<file path="src/rtl/xmem_pkg.sv">
package xmem_pkg;
  localparam logic [7:0] CFG_SFR_ADDR = 8'h8E;
  localparam int unsigned BIT_EXT  = 1;
  localparam int unsigned BIT_AOFF = 0;

  typedef struct packed {
    logic ext_only;
    logic ale_off;
  } xmem_cfg_t;

  localparam xmem_cfg_t CFG_RESET = '{ext_only: 1'b1, ale_off: 1'b0};
endpackage

</file>
<file path="src/rtl/xmem_cfg_reg.sv">
module xmem_cfg_reg
  import xmem_pkg::*;
(
  input  logic       clk_i,
  input  logic       rst_ni,
  input  logic       wr_i,
  input  logic [7:0] addr_i,
  input  logic [7:0] wdata_i,
  output xmem_cfg_t  cfg_o,
  output logic [7:0] rdata_o
);
  xmem_cfg_t cfg_q;

  always_ff @(posedge clk_i or negedge rst_ni) begin
    if (!rst_ni) begin
      cfg_q <= CFG_RESET;
    end else if (wr_i && addr_i == CFG_SFR_ADDR) begin
      cfg_q.ext_only <= wdata_i[BIT_EXT];
      cfg_q.ale_off  <= wdata_i[BIT_AOFF];
    end
  end

  always_comb begin
    rdata_o           = 8'hFF;
    rdata_o[BIT_EXT]  = cfg_q.ext_only;
    rdata_o[BIT_AOFF] = cfg_q.ale_off;
  end

  assign cfg_o = cfg_q;
endmodule

</file>
<file path="src/rtl/xmem_route.sv">
module xmem_route #(
  parameter int unsigned ADDR_W     = 16,
  parameter int unsigned IRAM_DEPTH = 256
) (
  input  logic              ext_only_i,
  input  logic              valid_i,
  input  logic              ri_i,
  input  logic [ADDR_W-1:0] addr_i,
  output logic              int_sel_o,
  output logic              ext_sel_o
);
  localparam logic [ADDR_W-1:0] LIMIT = ADDR_W'(IRAM_DEPTH);

  logic [ADDR_W-1:0] eff_addr;
  logic              in_iram;

  // 8-bit pointer form: zero-extend low byte
  assign eff_addr  = ri_i ? {{(ADDR_W-8){1'b0}}, addr_i[7:0]} : addr_i;
  assign in_iram   = eff_addr < LIMIT;
  assign int_sel_o = valid_i & ~ext_only_i & in_iram;
  assign ext_sel_o = valid_i & ~(~ext_only_i & in_iram);
endmodule

</file>
<file path="src/rtl/xmem_ale_gen.sv">
module xmem_ale_gen #(
  parameter int unsigned DIV6  = 3,
  parameter int unsigned DIV12 = 6
) (
  input  logic clk_i,
  input  logic rst_ni,
  input  logic mode6_i,
  input  logic ale_off_i,
  input  logic movx_i,
  input  logic movc_i,
  output logic ale_o
);
  localparam int unsigned CNT_W = $clog2(DIV12 > DIV6 ? DIV12 : DIV6);

  logic [CNT_W-1:0] cnt_q;
  logic [CNT_W-1:0] last;
  logic             wrap;
  logic             pulse_q;

  assign last = mode6_i ? CNT_W'(DIV6 - 1) : CNT_W'(DIV12 - 1);
  assign wrap = cnt_q >= last;  // also catches a mode change mid-period

  always_ff @(posedge clk_i or negedge rst_ni) begin
    if (!rst_ni) begin
      cnt_q   <= '0;
      pulse_q <= 1'b0;
    end else begin
      cnt_q   <= wrap ? '0 : cnt_q + 1'b1;
      pulse_q <= wrap;
    end
  end

  assign ale_o = pulse_q & (~ale_off_i | movx_i | movc_i);
endmodule

</file>
<file path="src/rtl/xmem_ale_ctrl.sv">
module xmem_ale_ctrl
  import xmem_pkg::*;
#(
  parameter int unsigned ADDR_W     = 16,
  parameter int unsigned IRAM_DEPTH = 256,
  parameter int unsigned DIV6       = 3,
  parameter int unsigned DIV12      = 6
) (
  input  logic              clk_i,
  input  logic              rst_ni,
  input  logic              reg_wr_i,
  input  logic [7:0]        reg_addr_i,
  input  logic [7:0]        reg_wdata_i,
  output logic [7:0]        reg_rdata_o,
  input  logic              acc_valid_i,
  input  logic              acc_ri_i,
  input  logic [ADDR_W-1:0] acc_addr_i,
  input  logic              instr_movx_i,
  input  logic              instr_movc_i,
  input  logic              clk_mode6_i,
  output logic              int_ram_sel_o,
  output logic              ext_bus_sel_o,
  output logic              ale_o
);
  xmem_cfg_t cfg;

  xmem_cfg_reg u_cfg (
    .clk_i   (clk_i),
    .rst_ni  (rst_ni),
    .wr_i    (reg_wr_i),
    .addr_i  (reg_addr_i),
    .wdata_i (reg_wdata_i),
    .cfg_o   (cfg),
    .rdata_o (reg_rdata_o)
  );

  xmem_route #(.ADDR_W(ADDR_W), .IRAM_DEPTH(IRAM_DEPTH)) u_route (
    .ext_only_i (cfg.ext_only),
    .valid_i    (acc_valid_i),
    .ri_i       (acc_ri_i),
    .addr_i     (acc_addr_i),
    .int_sel_o  (int_ram_sel_o),
    .ext_sel_o  (ext_bus_sel_o)
  );

  xmem_ale_gen #(.DIV6(DIV6), .DIV12(DIV12)) u_ale (
    .clk_i     (clk_i),
    .rst_ni    (rst_ni),
    .mode6_i   (clk_mode6_i),
    .ale_off_i (cfg.ale_off),
    .movx_i    (instr_movx_i),
    .movc_i    (instr_movc_i),
    .ale_o     (ale_o)
  );
endmodule

</file>
<file path="config.mk">
export PLATFORM = sky130hd
export DESIGN_NAME = xmem_ale_ctrl
export DESIGN_NICKNAME = d
export VERILOG_FILES = /design/src/rtl/xmem_pkg.sv /design/src/rtl/xmem_cfg_reg.sv /design/src/rtl/xmem_route.sv /design/src/rtl/xmem_ale_gen.sv /design/src/rtl/xmem_ale_ctrl.sv
export SDC_FILE = /design/constraint.sdc
export NUM_CORES = 1
export LEC_CHECK = 0
export ABC_AREA = 1
export CAP_MARGIN = 15
export CORE_MARGIN = 2
export CORE_UTILIZATION = 29
export DETAILED_ROUTE_END_ITERATION = 8
export PLACE_DENSITY_LB_ADDON = 0.2
export SLEW_MARGIN = 10
export SYNTH_ARGS = -nofsm -noshare
export SYNTH_HDL_FRONTEND = slang
export SYNTH_SLANG_ARGS = --single-unit
</file>
<file path="constraint.sdc">
create_clock -name clk_i -period 1.96 [get_ports clk_i]
set_clock_uncertainty 0.05 [all_clocks]
set_input_delay 0.294 -clock clk_i [delete_from_list [all_inputs] [get_ports clk_i]]
set_output_delay 0.294 -clock clk_i [all_outputs]
set_load 0.01 [all_outputs]
</file>
==> flow_summary.json <==
{
  "fill_cells": 154,
  "synth_area_um2": 457,
  "syn_to_final_growth_pct": 66.3,
  "h-tree-depth": 1,
  "post_cts_resized": 2,
  "place_inst": 102,
  "max_freq_ghz": 0.547,
  "p_per_area_nw_per_um2": 760,
  "nNetsFinal": 135,
  "swShare_pct": 32.7,
  "r2r_cells": 4,
  "crit_buf_inv": 3,
  "grt_first_pass_wirelength_um": 1520,
  "pin_count": 51,
  "cpLargestDelayFamily": "buffers and inverters",
  "min_period_over_period_pct": 93.2,
  "reg2reg_from": "u_ale.cnt_q[2]",
  "required_ns": 1.62,
  "io_buffers": 30,
  "cts_inserted_buffers": 3,
  "cap_violations": 0,
  "worst_path_max_delay_cell": "clkdlybuf4s50_1",
  "clockBufferDepth": 2,
  "timing.rr.end": "u_ale.cnt_q[1]",
  "vias_per_cell": 4.21,
  "cts_root_buf": "clkbuf_4",
  "initial_core_util_pct": 30.7,
  "die_h_um": 43.7,
  "grt_pass1_vias": 418,
  "vias": 446,
  "antenna_found_initial": 0,
  "grt_max_degree": 7,
  "p_seq_share_pct": 33.5,
  "dieArea_um2": 1910,
  "dpl.hpwl_um": 800,
  "power_mw": 0.577,
  "row_count": 14,
  "cp-endpoint": "int_ram_sel_o",
  "p_sw_mw": 0.189,
  "startpoint_type": "input port",
  "wl_per_cell_um": 8.44,
  "clock_latency_ns": 0.24,
  "rsz0062_at_grt": "false",
  "worst-path-stages": 8,
  "outcome": "finished clean",
  "synth_warnings": 0,
  "final_cell_mix": "clkdlybuf4s50_1, nand2_1, inv_1, nor2_1, conb_1",
  "holdCritPathClass": "in2async",
  "setup_ws_ns": 0.133,
  "r2r_setup_slack_ns": 0.72,
  "drtPass1Iterations": 2,
  "postCtsSetupRepairBufs": 0,
  "synth_cells": 59,
  "grt_usage_pct": 10.9,
  "synth_seq_cells": 6,
  "internal_power_mw": 0.389,
  "cpPeakStageDelay_ns": 0.45,
  "p_clk_share_pct": 21.2,
  "cp_max_fo": 4,
  "setup.worst_path.end_class": "output port",
  "setup_viol": 0,
  "wirelength_um": 895,
  "clock-sinks": 6,
  "drv_slew": 0,
  "layout_commonest_cell": "clkdlybuf4s50_1",
  "yosysSeqAreaShare_pct": 33.2,
  "gr-total-overflow": 0,
  "pre_cts_slack_ns": -0.152,
  "peakVddDrop_mv": 0.363,
  "drt_iter0_markers": 1,
  "cts_tree": "built",
  "clkTransAtPathRegs_ns": 0.05,
  "fp.dieW_um": 43.7,
  "cp_cell_sequence": "clkdlybuf4s50_1 > inv_1 > o21ai_0 > nand2_1 > nor2_2 > nand2_1 > nor2_1 > dlygate4sd2_1",
  "p_leak_nw": 0.365,
  "fin_setup_tns_ns": 0,
  "combPwrFrac_pct": 45.3,
  "synth.distinct_cells": 18,
  "critPathKind": "in2out",
  "min_period_ns": 1.83,
  "postSynthAreaPerCell_um2": 7.74,
  "drc": 0,
  "hold_buffers": 0,
  "drive_gt1_share_pct": 7.78,
  "n_antenna_cell": 0,
  "drtAntennaViolNets": 0,
  "core-area_um2": 1490,
  "cpMostUsedCell": "nand2_1",
  "cp-startpoint": "acc_ri_i",
  "utilization_pct": 51.0,
  "arrival_ns": 1.48,
  "hold_viol": 0,
  "gp_congestion": 0.639,
  "fin_cells": 106
}
-- kinds of logic (layout without fill, tap and decap cells) --
| family | count (synthesis) | count (layout) | synth area share, % |
|---|---|---|---|
| adder cells (fa/ha/maj) | 4 | 4 | 11.0 |
| XOR/XNOR | 1 | 1 | 1.92 |
| AND/OR/NAND/NOR | 22 | 22 | 21.6 |
| other | 1 | 6 | 0.821 |
| flip-flops | 6 | 6 | 33.2 |
| buffers and inverters | 17 | 43 | 20.5 |
| AO/OA/AOI/OAI | 8 | 8 | 11.0 |
-- through the flow --
step	cell area [µm²]	hold slack, ns
finish	759	0.235
global route	759	0.244
CTS	759	0.231
detailed placement	736	0.407
global placement	736	0.405
floorplan	475	-0.0516
-- power by group through the flow --
| stage | Sequential (mW) | Clock (mW) | Combinational (mW) |
|---|---|---|---|
| after floorplan | 0.190 | 0 | 0.174 |
| after global placement | 0.196 | 0 | 0.260 |
| after detailed placement | 0.196 | 0 | 0.267 |
| after CTS | 0.195 | 0.129 | 0.267 |
| after global routing | 0.200 | 0.140 | 0.297 |
| final | 0.194 | 0.122 | 0.261 |
-- synth_stat cells --
cell type,number,area (µm²)
a21oi_1,2,10.0
buf_4,8,60.1
conb_1,1,3.75
dfrtp_1,5,125
dfstp_2,1,26.3
ha_1,4,50.1
inv_1,9,33.8
nand2_1,10,37.5
nand3_1,2,10.0
nand4_1,2,12.5
nor2_1,6,22.5
nor2_2,1,6.26
nor3_2,1,10.0
o211ai_2,1,12.5
o21ai_0,2,10.0
o21ai_1,2,10.0
o31ai_1,1,7.51
xnor2_1,1,8.76
-- worst min-delay path by stage --
stage                         startpoint        endpoint  slack (ns)  cells after the start
after CTS                         rst_ni  u_ale.cnt_q[2]        0.23                      1
after global placement    u_ale.cnt_q[0]  u_ale.cnt_q[0]        0.41                      1
after floorplan                   rst_ni  u_ale.cnt_q[0]       -0.05                      0
after detailed placement  u_ale.cnt_q[0]  u_ale.cnt_q[0]        0.41                      1
final                             rst_ni  u_ale.cnt_q[2]        0.23                      1
after global routing              rst_ni  u_ale.cnt_q[2]        0.24                      1
-- metal layers --
layer	part of all wire, %	up-vias	wire length [µm]	track usage, %
met4	0	0	0	7.27
met1	37	186	335	12.2
met2	48	25	427	16.8
met3	15	0	132	4.58
li1	-	235	-	-
met5	0	-	0	0
-- sequential cells by signal, summed over array words and instances (netlist names) --
signal / flops
u_ale.cnt_q: 3
u_ale.pulse_q: 1
u_cfg.cfg_o: 2
-- final cells by class --
type                       instances  area, µm²  area share, %
timing repair buffer              30        298           39.2
tap                               16       20.0           2.64
sequential                         6        151           19.9
multi-input combinational         41        230           30.3
clock buffer                       4       26.3           3.46
inverter                           9       33.8           4.45
Power figures use the tool's default switching activity.
